[src/rtl/padcfg_pkg.sv]
package padcfg_pkg;
   localparam int unsigned WORD_BYTES = 4;
   localparam int unsigned IDX_PDIR   = 0;
   localparam int unsigned IDX_PEN    = 1;
   localparam int unsigned IDX_DRV0   = 2;

   function automatic int unsigned code_to_ma(int unsigned code);
      return (code + 1) * 2;
   endfunction
endpackage

[src/rtl/padcfg_regfile.sv]
module padcfg_regfile #(
   parameter int unsigned DATA_W = 32,
   parameter int unsigned ADDR_W = 8,
   parameter int unsigned NREG   = 5,
   parameter logic [NREG-1:0][ADDR_W-1:0] OFS = '0
) (
   input  logic                           clk,
   input  logic                           rst_n,
   input  logic                           wr,
   input  logic [ADDR_W-1:0]              addr,
   input  logic [DATA_W-1:0]              wdata,
   output logic [DATA_W-1:0]              rdata,
   output logic [NREG-1:0][DATA_W-1:0]    regs_q
);
   logic [NREG-1:0] hit;

   for (genvar g = 0; g < NREG; g++) begin : g_reg
      assign hit[g] = (addr == OFS[g]);

      always_ff @(posedge clk or negedge rst_n) begin
         if (!rst_n)
            regs_q[g] <= '0;
         else if (wr && hit[g])
            regs_q[g] <= wdata;
      end

      // addressed write lands whole at the next edge
      p_write_lands_r11: assert property (@(posedge clk) disable iff (!rst_n)
         (wr && hit[g]) |=> (regs_q[g] == $past(wdata)));
      // a register not addressed by a write keeps its value
      p_hold_unaddressed_r10: assert property (@(posedge clk) disable iff (!rst_n)
         !(wr && hit[g]) |=> $stable(regs_q[g]));
   end

   always_comb begin
      rdata = '0;
      for (int g = 0; g < NREG; g++)
         if (hit[g]) rdata = rdata | regs_q[g];
   end

   // unmapped offsets read as zero
   p_unmapped_zero_r10: assert property (@(posedge clk) disable iff (!rst_n)
      (hit == '0) |-> (rdata == '0));
endmodule

[src/rtl/padcfg_pin_decode.sv]
module padcfg_pin_decode #(
   parameter int unsigned DRV_BITS = 3,
   localparam int unsigned MA_W    = DRV_BITS + 2
) (
   input  logic                clk,
   input  logic                rst_n,
   input  logic                pen,
   input  logic                pdir,
   input  logic [DRV_BITS-1:0] drv_bits,
   output logic                up,
   output logic                dn,
   output logic [DRV_BITS-1:0] code,
   output logic [MA_W-1:0]     ma
);
   logic [MA_W-1:0] code_ext;

   assign up       = pen & pdir;
   assign dn       = pen & ~pdir;
   assign code     = drv_bits;
   assign code_ext = MA_W'(drv_bits);
   assign ma       = (code_ext + MA_W'(1)) << 1;

   // never both pulls on one pin
   p_exclusive_pull_r6: assert property (@(posedge clk) disable iff (!rst_n)
      !(up && dn));
   // a disabled resistor drives neither pull
   p_disabled_quiet_r7: assert property (@(posedge clk) disable iff (!rst_n)
      !pen |-> (!up && !dn));
   // current is even and at least 2 mA
   p_ma_even_r9: assert property (@(posedge clk) disable iff (!rst_n)
      (ma[0] == 1'b0) && (ma >= MA_W'(2)));
endmodule

[src/rtl/padcfg_bank.sv]
module padcfg_bank #(
   parameter int unsigned NPIN      = 32,
   parameter int unsigned DATA_W    = 32,
   parameter int unsigned ADDR_W    = 8,
   parameter int unsigned DRV_BITS  = 3,
   parameter int unsigned PDIR_OFS  = 'h34,
   parameter int unsigned PEN_OFS   = 'h38,
   parameter int unsigned DRV_OFS   = 'h58,
   localparam int unsigned MA_W     = DRV_BITS + 2
) (
   input  logic                       clk,
   input  logic                       rst_n,
   input  logic                       reg_wr,
   input  logic [ADDR_W-1:0]          reg_addr,
   input  logic [DATA_W-1:0]          reg_wdata,
   output logic [DATA_W-1:0]          reg_rdata,
   output logic [NPIN-1:0]            pull_up_en,
   output logic [NPIN-1:0]            pull_dn_en,
   output logic [NPIN*DRV_BITS-1:0]   drv_code,
   output logic [NPIN*MA_W-1:0]       drv_ma
);
   import padcfg_pkg::*;

   localparam int unsigned NREG = IDX_DRV0 + DRV_BITS;

   function automatic logic [NREG-1:0][ADDR_W-1:0] build_ofs();
      logic [NREG-1:0][ADDR_W-1:0] o;
      o[IDX_PDIR] = ADDR_W'(PDIR_OFS);
      o[IDX_PEN]  = ADDR_W'(PEN_OFS);
      for (int k = 0; k < int'(DRV_BITS); k++)
         o[IDX_DRV0 + k] = ADDR_W'(DRV_OFS + WORD_BYTES * k);
      return o;
   endfunction

   localparam logic [NREG-1:0][ADDR_W-1:0] OFS = build_ofs();

   // elaboration checks
   if (NPIN > DATA_W) begin : g_err_npin
      $error("padcfg_bank: NPIN must not exceed DATA_W");
   end
   if (DRV_BITS < 1) begin : g_err_drv
      $error("padcfg_bank: DRV_BITS must be at least 1");
   end
   if (DRV_OFS + WORD_BYTES * DRV_BITS > (1 << ADDR_W)) begin : g_err_span
      $error("padcfg_bank: strength registers exceed the address space");
   end
   for (genvar g = 0; g < NREG; g++) begin : g_chk
      if (OFS[g][1:0] != 2'b00) begin : g_err_align
         $error("padcfg_bank: register offset not word aligned");
      end
      for (genvar h = g + 1; h < NREG; h++) begin : g_chk_pair
         if (OFS[g] == OFS[h]) begin : g_err_overlap
            $error("padcfg_bank: register offsets overlap");
         end
      end
   end

   logic [NREG-1:0][DATA_W-1:0] regs_q;

   padcfg_regfile #(
      .DATA_W (DATA_W),
      .ADDR_W (ADDR_W),
      .NREG   (NREG),
      .OFS    (OFS)
   ) regfile_i (
      .clk    (clk),
      .rst_n  (rst_n),
      .wr     (reg_wr),
      .addr   (reg_addr),
      .wdata  (reg_wdata),
      .rdata  (reg_rdata),
      .regs_q (regs_q)
   );

   for (genvar n = 0; n < NPIN; n++) begin : g_pin
      logic [DRV_BITS-1:0] slice;
      for (genvar k = 0; k < DRV_BITS; k++) begin : g_slice
         assign slice[k] = regs_q[IDX_DRV0 + k][n];
      end

      padcfg_pin_decode #(
         .DRV_BITS (DRV_BITS)
      ) dec_i (
         .clk      (clk),
         .rst_n    (rst_n),
         .pen      (regs_q[IDX_PEN][n]),
         .pdir     (regs_q[IDX_PDIR][n]),
         .drv_bits (slice),
         .up       (pull_up_en[n]),
         .dn       (pull_dn_en[n]),
         .code     (drv_code[n*DRV_BITS +: DRV_BITS]),
         .ma       (drv_ma[n*MA_W +: MA_W])
      );
   end

   // a pull-up appears only on pins whose direction register bit was set
   p_up_needs_dir_r5: assert property (@(posedge clk) disable iff (!rst_n)
      (pull_up_en & ~regs_q[IDX_PDIR][NPIN-1:0]) == '0);
endmodule

[config.mk]
export PLATFORM = sky130hd
export DESIGN_NAME = padcfg_bank
export DESIGN_NICKNAME = d
export VERILOG_FILES = /design/src/rtl/padcfg_pkg.sv /design/src/rtl/padcfg_regfile.sv /design/src/rtl/padcfg_pin_decode.sv /design/src/rtl/padcfg_bank.sv
export SDC_FILE = /design/constraint.sdc
export NUM_CORES = 1
export LEC_CHECK = 0
export BUFFER_PORTS_ARGS = -buffer_cell sky130_fd_sc_hd__buf_2
export CAP_MARGIN = 40
export CORE_AREA = 5 5 149 151
export CTS_CLUSTER_DIAMETER = 200
export CTS_CLUSTER_SIZE = 30
export DETAILED_ROUTE_END_ITERATION = 6
export DIE_AREA = 0 0 154 156
export GPL_ROUTABILITY_DRIVEN = 0
export GPL_TIMING_DRIVEN = 0
export PLACE_DENSITY = 0.76
export SKIP_CTS_REPAIR_TIMING = 1
export SYNTH_ARGS = -nofsm -noshare
export SYNTH_HDL_FRONTEND = slang
export SYNTH_SLANG_ARGS = --single-unit
[constraint.sdc]
create_clock -name clk -period 3.1 [get_ports clk]
set_input_delay 0.62 -clock clk [delete_from_list [all_inputs] [get_ports clk]]
set_output_delay 0.62 -clock clk [all_outputs]
set_load 0.02 [all_outputs]
==> results_dict.tcl, run 1 <==
set metrics [dict create \
    final-hold-violation-count 0 \
    cts_tree "done" \
    power_mw 5.17 \
    ant_nets 0 \
    die_w_microns 154 \
    port_buffers 361 \
    ctsLongestPathBuffers 2 \
    worstPathCellList "buf_2 -> nand4bb_1 -> nor4b_2 -> clkbuf_2 -> a221o_1 -> buf_2" \
    fin_nets 1273 \
    initial_core_util 0.446 \
    setup_viol 0 \
    cts.reportedPaths.clkPinSlew_ns 0.07 \
    area_delta_synth_final_pct 31.6 \
    grt_pass1_wl_microns 43200 \
    hold_class "primary input to asynchronous set/reset pin" \
    p_leak_nw 7.44 \
    first_pass_iters 5 \
    maxCapViolCount 0 \
    wirelength_microns 28400 \
    drive_above_1_share 0.555 \
    crit_path_max_fanout 10 \
    via_per_inst 5.03 \
    io-pin-count 395 \
    worst_pin_slew_ns 0.824 \
    cp.arrival_ns 2.40 \
    die_area_sq_mm 0.0240 \
    wl_per_cell_microns 19.1 \
    hpwl_microns 21300 \
    grt_pass1_vias 7479 \
    cpMaxStageDelayCell "nor4b_2" \
    rows 53 \
    ys_seq_area_frac 0.434 \
    overflow 0 \
    startpoint_type "primary input" \
    drt-initial-drc-count 316 \
    end_kind "primary output" \
    antenna_found_initial 1 \
    ys_seq_elements 160 \
    relSlewSlack 0.451 \
    path_class "primary input to primary output" \
    ys_warn_count 0 \
    drc 0 \
    clock_sinks 160 \
    worst_path_most_repeated_cell "buf_2" \
    crit_required_ns 2.48 \
    largest_reg_flops 160 \
    irDropWorstVdd_mv 0.340 \
    grtUsageTotal 0.230 \
    htree_levels 4 \
    cts_buffers 17 \
    slowest_delay_ns 0.55 \
    core-area_sq_mm 0.0207 \
    regToRegSetupSlack_ns 2.12 \
    synth_cells 784 \
    ys_types 32 \
    fmax_ghz 0.331 \
    finalCritPeriodShare 0.975 \
    die-height_microns 156 \
    status "finished, final reports clean" \
    syn_area_sq_mm 0.00924 \
    reg_top3 "regfile_i.regs_q (160)" \
    insertion_delay_ns 0.41 \
    finalMaxSlewViolations 0 \
    tns_ns 0 \
    cts_root_buffer "clkbuf_16" \
    route.vias.total 7476 \
    synth_area_per_cell_sq_um 11.8 \
    clock_skew_ns 0 \
    grt_max_degree 84 \
    power_density_mw_per_mm2 425 \
    final.min_clock_period_ns 3.02 \
    regMostFlops "regfile_i.regs_q" \
    rsz0062_at_grt "no" \
]
[area by class of cell]
type	instances	area, sq um
inverter	32	120
fill	1792	8540
antenna	1	2.50
clock buffer	17	425
buffer	130	878
clock inverter	14	145
multi-input combinational	493	4360
sequential	160	4000
timing repair buffer	364	1870
tap	275	344
[worst max-delay path, delay by kind of cell]
| kind | cells | cell delay (ns) |
|---|---|---|
| AO/OA/AOI/OAI | 1 | 0.23 |
| AND/OR/NAND/NOR | 2 | 0.75 |
| buffers and inverters | 3 | 0.80 |
[metal layers]
metal	GRT usage	wire length, microns	vias up
li1	-	-	3489
met1	0.274	10900	3665
met2	0.419	14900	295
met3	0.0530	2050	27
met4	0.0627	510	0
met5	0	0	-
[kinds of logic after synthesis]
group | Yosys count | share of synthesized area
mux | 181 | 0.218
buf+inv | 162 | 0.107
flops | 160 | 0.434
simple gates | 141 | 0.0946
compound gates | 75 | 0.0732
fa+ha+maj | 32 | 0.0434
xor+xnor | 32 | 0.0303
other cells | 1 | 0.000406
[cell usage after synthesis (all sizes together)]
| master | instances | area [sq um] |
|---|---|---|
| nand4 | 1 | 6.26 |
| dfrtp | 160 | 4000 |
| nor4b | 4 | 62.6 |
| nand3b | 2 | 15.0 |
| a22oi | 14 | 105 |
| inv | 32 | 120 |
| o2bb2ai | 11 | 96.3 |
| nand2 | 2 | 7.51 |
| mux2 | 160 | 1800 |
| clkbuf | 20 | 75.1 |
| a221o | 29 | 290 |
| nand4bb | 1 | 11.3 |
| conb | 1 | 3.75 |
| and4bb | 1 | 12.5 |
| and3 | 32 | 200 |
| nand3 | 3 | 20.0 |
| and4 | 1 | 8.76 |
| buf | 110 | 791 |
| xor2 | 32 | 280 |
| and2 | 33 | 206 |
| nor2b | 35 | 219 |
| nor4bb | 1 | 10.0 |
| mux2i | 21 | 210 |
| a211o | 3 | 26.3 |
| nor2 | 25 | 93.8 |
| ha | 32 | 400 |
| a22o | 18 | 158 |
[cell usage in the layout, fill, tap and decap left out, drive strengths merged, types with 33 or more instances in the layout]
cell type    n
buf        474
dfrtp      160
mux2       160
inv         40
clkbuf      37
nor2b       35
and2        33
[per-stage QoR]
stage	setup slack [ns]	hold WS, ns	std cells	area (sq um)	util
after floorplan	0.520	0.324	815	9350	-
after detailed placement	-0.182	0.528	1453	11600	0.558
after CTS	-0.196	0.186	1484	12100	0.586
final	0.0765	0.142	1486	12200	0.587
after global routing	0.00732	0.189	1486	12200	0.587
after global placement	-1.02	0.508	1451	11500	0.556
[report_power, final]
part           total (mW)  leakage (nW)  switching (mW)  internal [mW]
logic               0.806          4.95           0.491          0.315
registers            2.31          2.21           0.125           2.19
clock network        2.05         0.277           0.919           1.13
[worst paths after layout]
| check | start | endpoint | cells after the start |
|---|---|---|---|
| max | reg_addr[2] | reg_rdata[22] | 6 |
| min | rst_n | regfile_i.regs_q[113] | 1 |
| max reg2reg | regfile_i.regs_q[70] | regfile_i.regs_q[70] | 1 |
| min reg2reg | regfile_i.regs_q[40] | regfile_i.regs_q[40] | 1 |
| max in group asynchronous | rst_n | regfile_i.regs_q[65] | 2 |
| min in group clk | reg_wdata[24] | regfile_i.regs_q[120] | 2 |
Power figures use the tool's default switching activity.
==> run 2, diff against run 1 <==
--- a/config.mk
+++ b/config.mk
@@ -7,14 +7,14 @@
 export LEC_CHECK = 0
 export BUFFER_PORTS_ARGS = -buffer_cell sky130_fd_sc_hd__buf_2
 export CAP_MARGIN = 40
-export CORE_AREA = 5 5 149 151
+export CORE_AREA = 5 5 151 153
 export CTS_CLUSTER_DIAMETER = 200
-export CTS_CLUSTER_SIZE = 30
+export CTS_CLUSTER_SIZE = 10
 export DETAILED_ROUTE_END_ITERATION = 6
-export DIE_AREA = 0 0 154 156
+export DIE_AREA = 0 0 156 158
 export GPL_ROUTABILITY_DRIVEN = 0
 export GPL_TIMING_DRIVEN = 0
-export PLACE_DENSITY = 0.76
+export PLACE_DENSITY = 0.74
 export SKIP_CTS_REPAIR_TIMING = 1
 export SYNTH_ARGS = -nofsm -noshare
 export SYNTH_HDL_FRONTEND = slang
==> run 2 against run 1 <==
Against the previous run: total power rose by 3.7%; clock-buffer cell count rose by 2; sequential power barely moved; hold slack got worse by 0.036 ns; via count rose by 0.83%; core utilization fell by 1.8 points; worst setup slack improved by 0.0074 ns; register-to-register slack improved by 0.08 ns; first-iteration DRC count rose by 2.8%; non-clock buffer count fell by 1; flip-flop and latch count did not move.
==> results_dict.tcl, run 2 (same netlist as run 1, synthesis figures left out) <==
set metrics [dict create \
    power_density_mw_per_mm2 439 \
    status "finished, final reports clean" \
    fmax_ghz 0.332 \
    crit_required_ns 2.48 \
    worstPathCellList "buf_2 -> and4bb_1 -> and4_1 -> clkbuf_1 -> a221o_1 -> buf_2" \
    rows 54 \
    fin_nets 1272 \
    end_kind "primary output" \
    io-pin-count 395 \
    top_usage_layer "met2" \
    grtUsageTotal 0.226 \
    antenna_found_initial 1 \
    p_leak_nw 7.45 \
    route.vias.total 7538 \
    area_delta_synth_final_pct 32.1 \
    core-area_sq_mm 0.0214 \
    largest_reg_flops 160 \
    relSlewSlack 0.402 \
    cts_buffers 17 \
    pre_cts_ws_ns -0.244 \
    irDropWorstVdd_mv 0.339 \
    drc 0 \
    wl_per_cell_microns 19.3 \
    ctsLongestPathBuffers 2 \
    via_per_inst 5.06 \
    wirelength_microns 28800 \
    reg_top3 "regfile_i.regs_q (160)" \
    dpl_cell_area_sq_mm 0.0116 \
    startpoint_type "primary input" \
    final.min_clock_period_ns 3.02 \
    power_mw 5.36 \
    final_common_cell "buf_2" \
    regMostFlops "regfile_i.regs_q" \
    finalMaxSlewViolations 0 \
    path_class "primary input to primary output" \
    final-hold-violation-count 0 \
    crit_path_max_fanout 10 \
    die_w_microns 156 \
    met1_usage 0.272 \
    fin_area_sq_mm 0.0122 \
    overflow 0 \
    port_buffers 361 \
    cts.reportedPaths.clkPinSlew_ns 0.07 \
    worst_pin_slew_ns 0.897 \
    cpMaxStageDelayCell "clkbuf_1" \
    drt-initial-drc-count 325 \
    maxCapViolCount 0 \
    worst_path_most_repeated_cell "buf_2" \
    slowest_delay_ns 0.61 \
    die-height_microns 158 \
    most-common-layout-cells "375 x buf_2, 160 x dfrtp_1, 153 x mux2_2" \
    clock_sinks 160 \
    grt_pass1_wl_microns 42900 \
    ant_nets 0 \
    hpwl_microns 21700 \
    grt_pass1_vias 7506 \
    die_area_sq_mm 0.0246 \
    hold_class "primary input to asynchronous set/reset pin" \
    grtUsageMet3 0.0451 \
    utilization 0.570 \
    insertion_delay_ns 0.41 \
    multi_input_area_sq_mm 0.00437 \
    initial_core_util 0.431 \
    htree_levels 4 \
    clock_skew_ns 0 \
    cts_tree "done" \
    drive_above_1_share 0.553 \
    first_pass_iters 5 \
    cts_root_buffer "clkbuf_16" \
    rsz0062_at_grt "no" \
    setup_viol 0 \
    fillCellCount 1863 \
    seq_area_sq_mm 0.00400 \
    setup_ws_ns 0.0838 \
    grt_max_degree 108 \
    grt_use_met2 0.405 \
    finalCritPeriodShare 0.973 \
    tns_ns 0 \
    cp.arrival_ns 2.40 \
]
## run 2: final timing paths
kind                                         endpoint  cells after the start  slack (ns)                 start
worst max-delay path                    reg_rdata[24]                      6        0.08           reg_addr[7]
worst min-delay path            regfile_i.regs_q[150]                      1        0.11                 rst_n
worst max register to register   regfile_i.regs_q[77]                      1        2.20  regfile_i.regs_q[77]
worst min register to register   regfile_i.regs_q[38]                      1        0.53  regfile_i.regs_q[38]
max in group asynchronous         regfile_i.regs_q[6]                      2        2.07                 rst_n
min in group clk                 regfile_i.regs_q[40]                      2        0.49          reg_wdata[8]
## run 2: metal layers
metal,vias to the layer above,part of all wire,wire length [microns]
li1,3493,-,-
met1,3707,0.39,11300
met2,298,0.52,14800
met3,40,0.070,2010
met4,0,0.022,641
met5,-,0,0
## run 2: metrics by stage
stage / hold WS [ns] / instances
after detailed placement: 0.523 / 1458
final: 0.105 / 1489
after global placement: 0.516 / 1456
after CTS: 0.103 / 1488
after floorplan: 0.324 / 815
after global routing: 0.125 / 1489
## run 2: area by class of cell
type	count	area share
clock inverter	11	0.0147
clock buffer	19	0.0363
timing repair buffer	363	0.152
multi-input combinational	493	0.358
inverter	32	0.00984
tap	280	0.0287
sequential	160	0.328
antenna	1	0.000205
buffer	130	0.0719
## run 2: critical path, delay by kind of cell
family	cells	cell delay, ns
compound gates	1	0.29
buf+inv	3	0.91
simple gates	2	0.58
## run 2: power breakdown
part / switching, mW / total [mW] / leakage, nW / internal [mW]
clock network: 0.867 / 2.24 / 0.297 / 1.37
registers: 0.126 / 2.31 / 2.21 / 2.19
logic: 0.491 / 0.805 / 4.95 / 0.314
total: 1.48 / 5.36 / 7.45 / 3.88
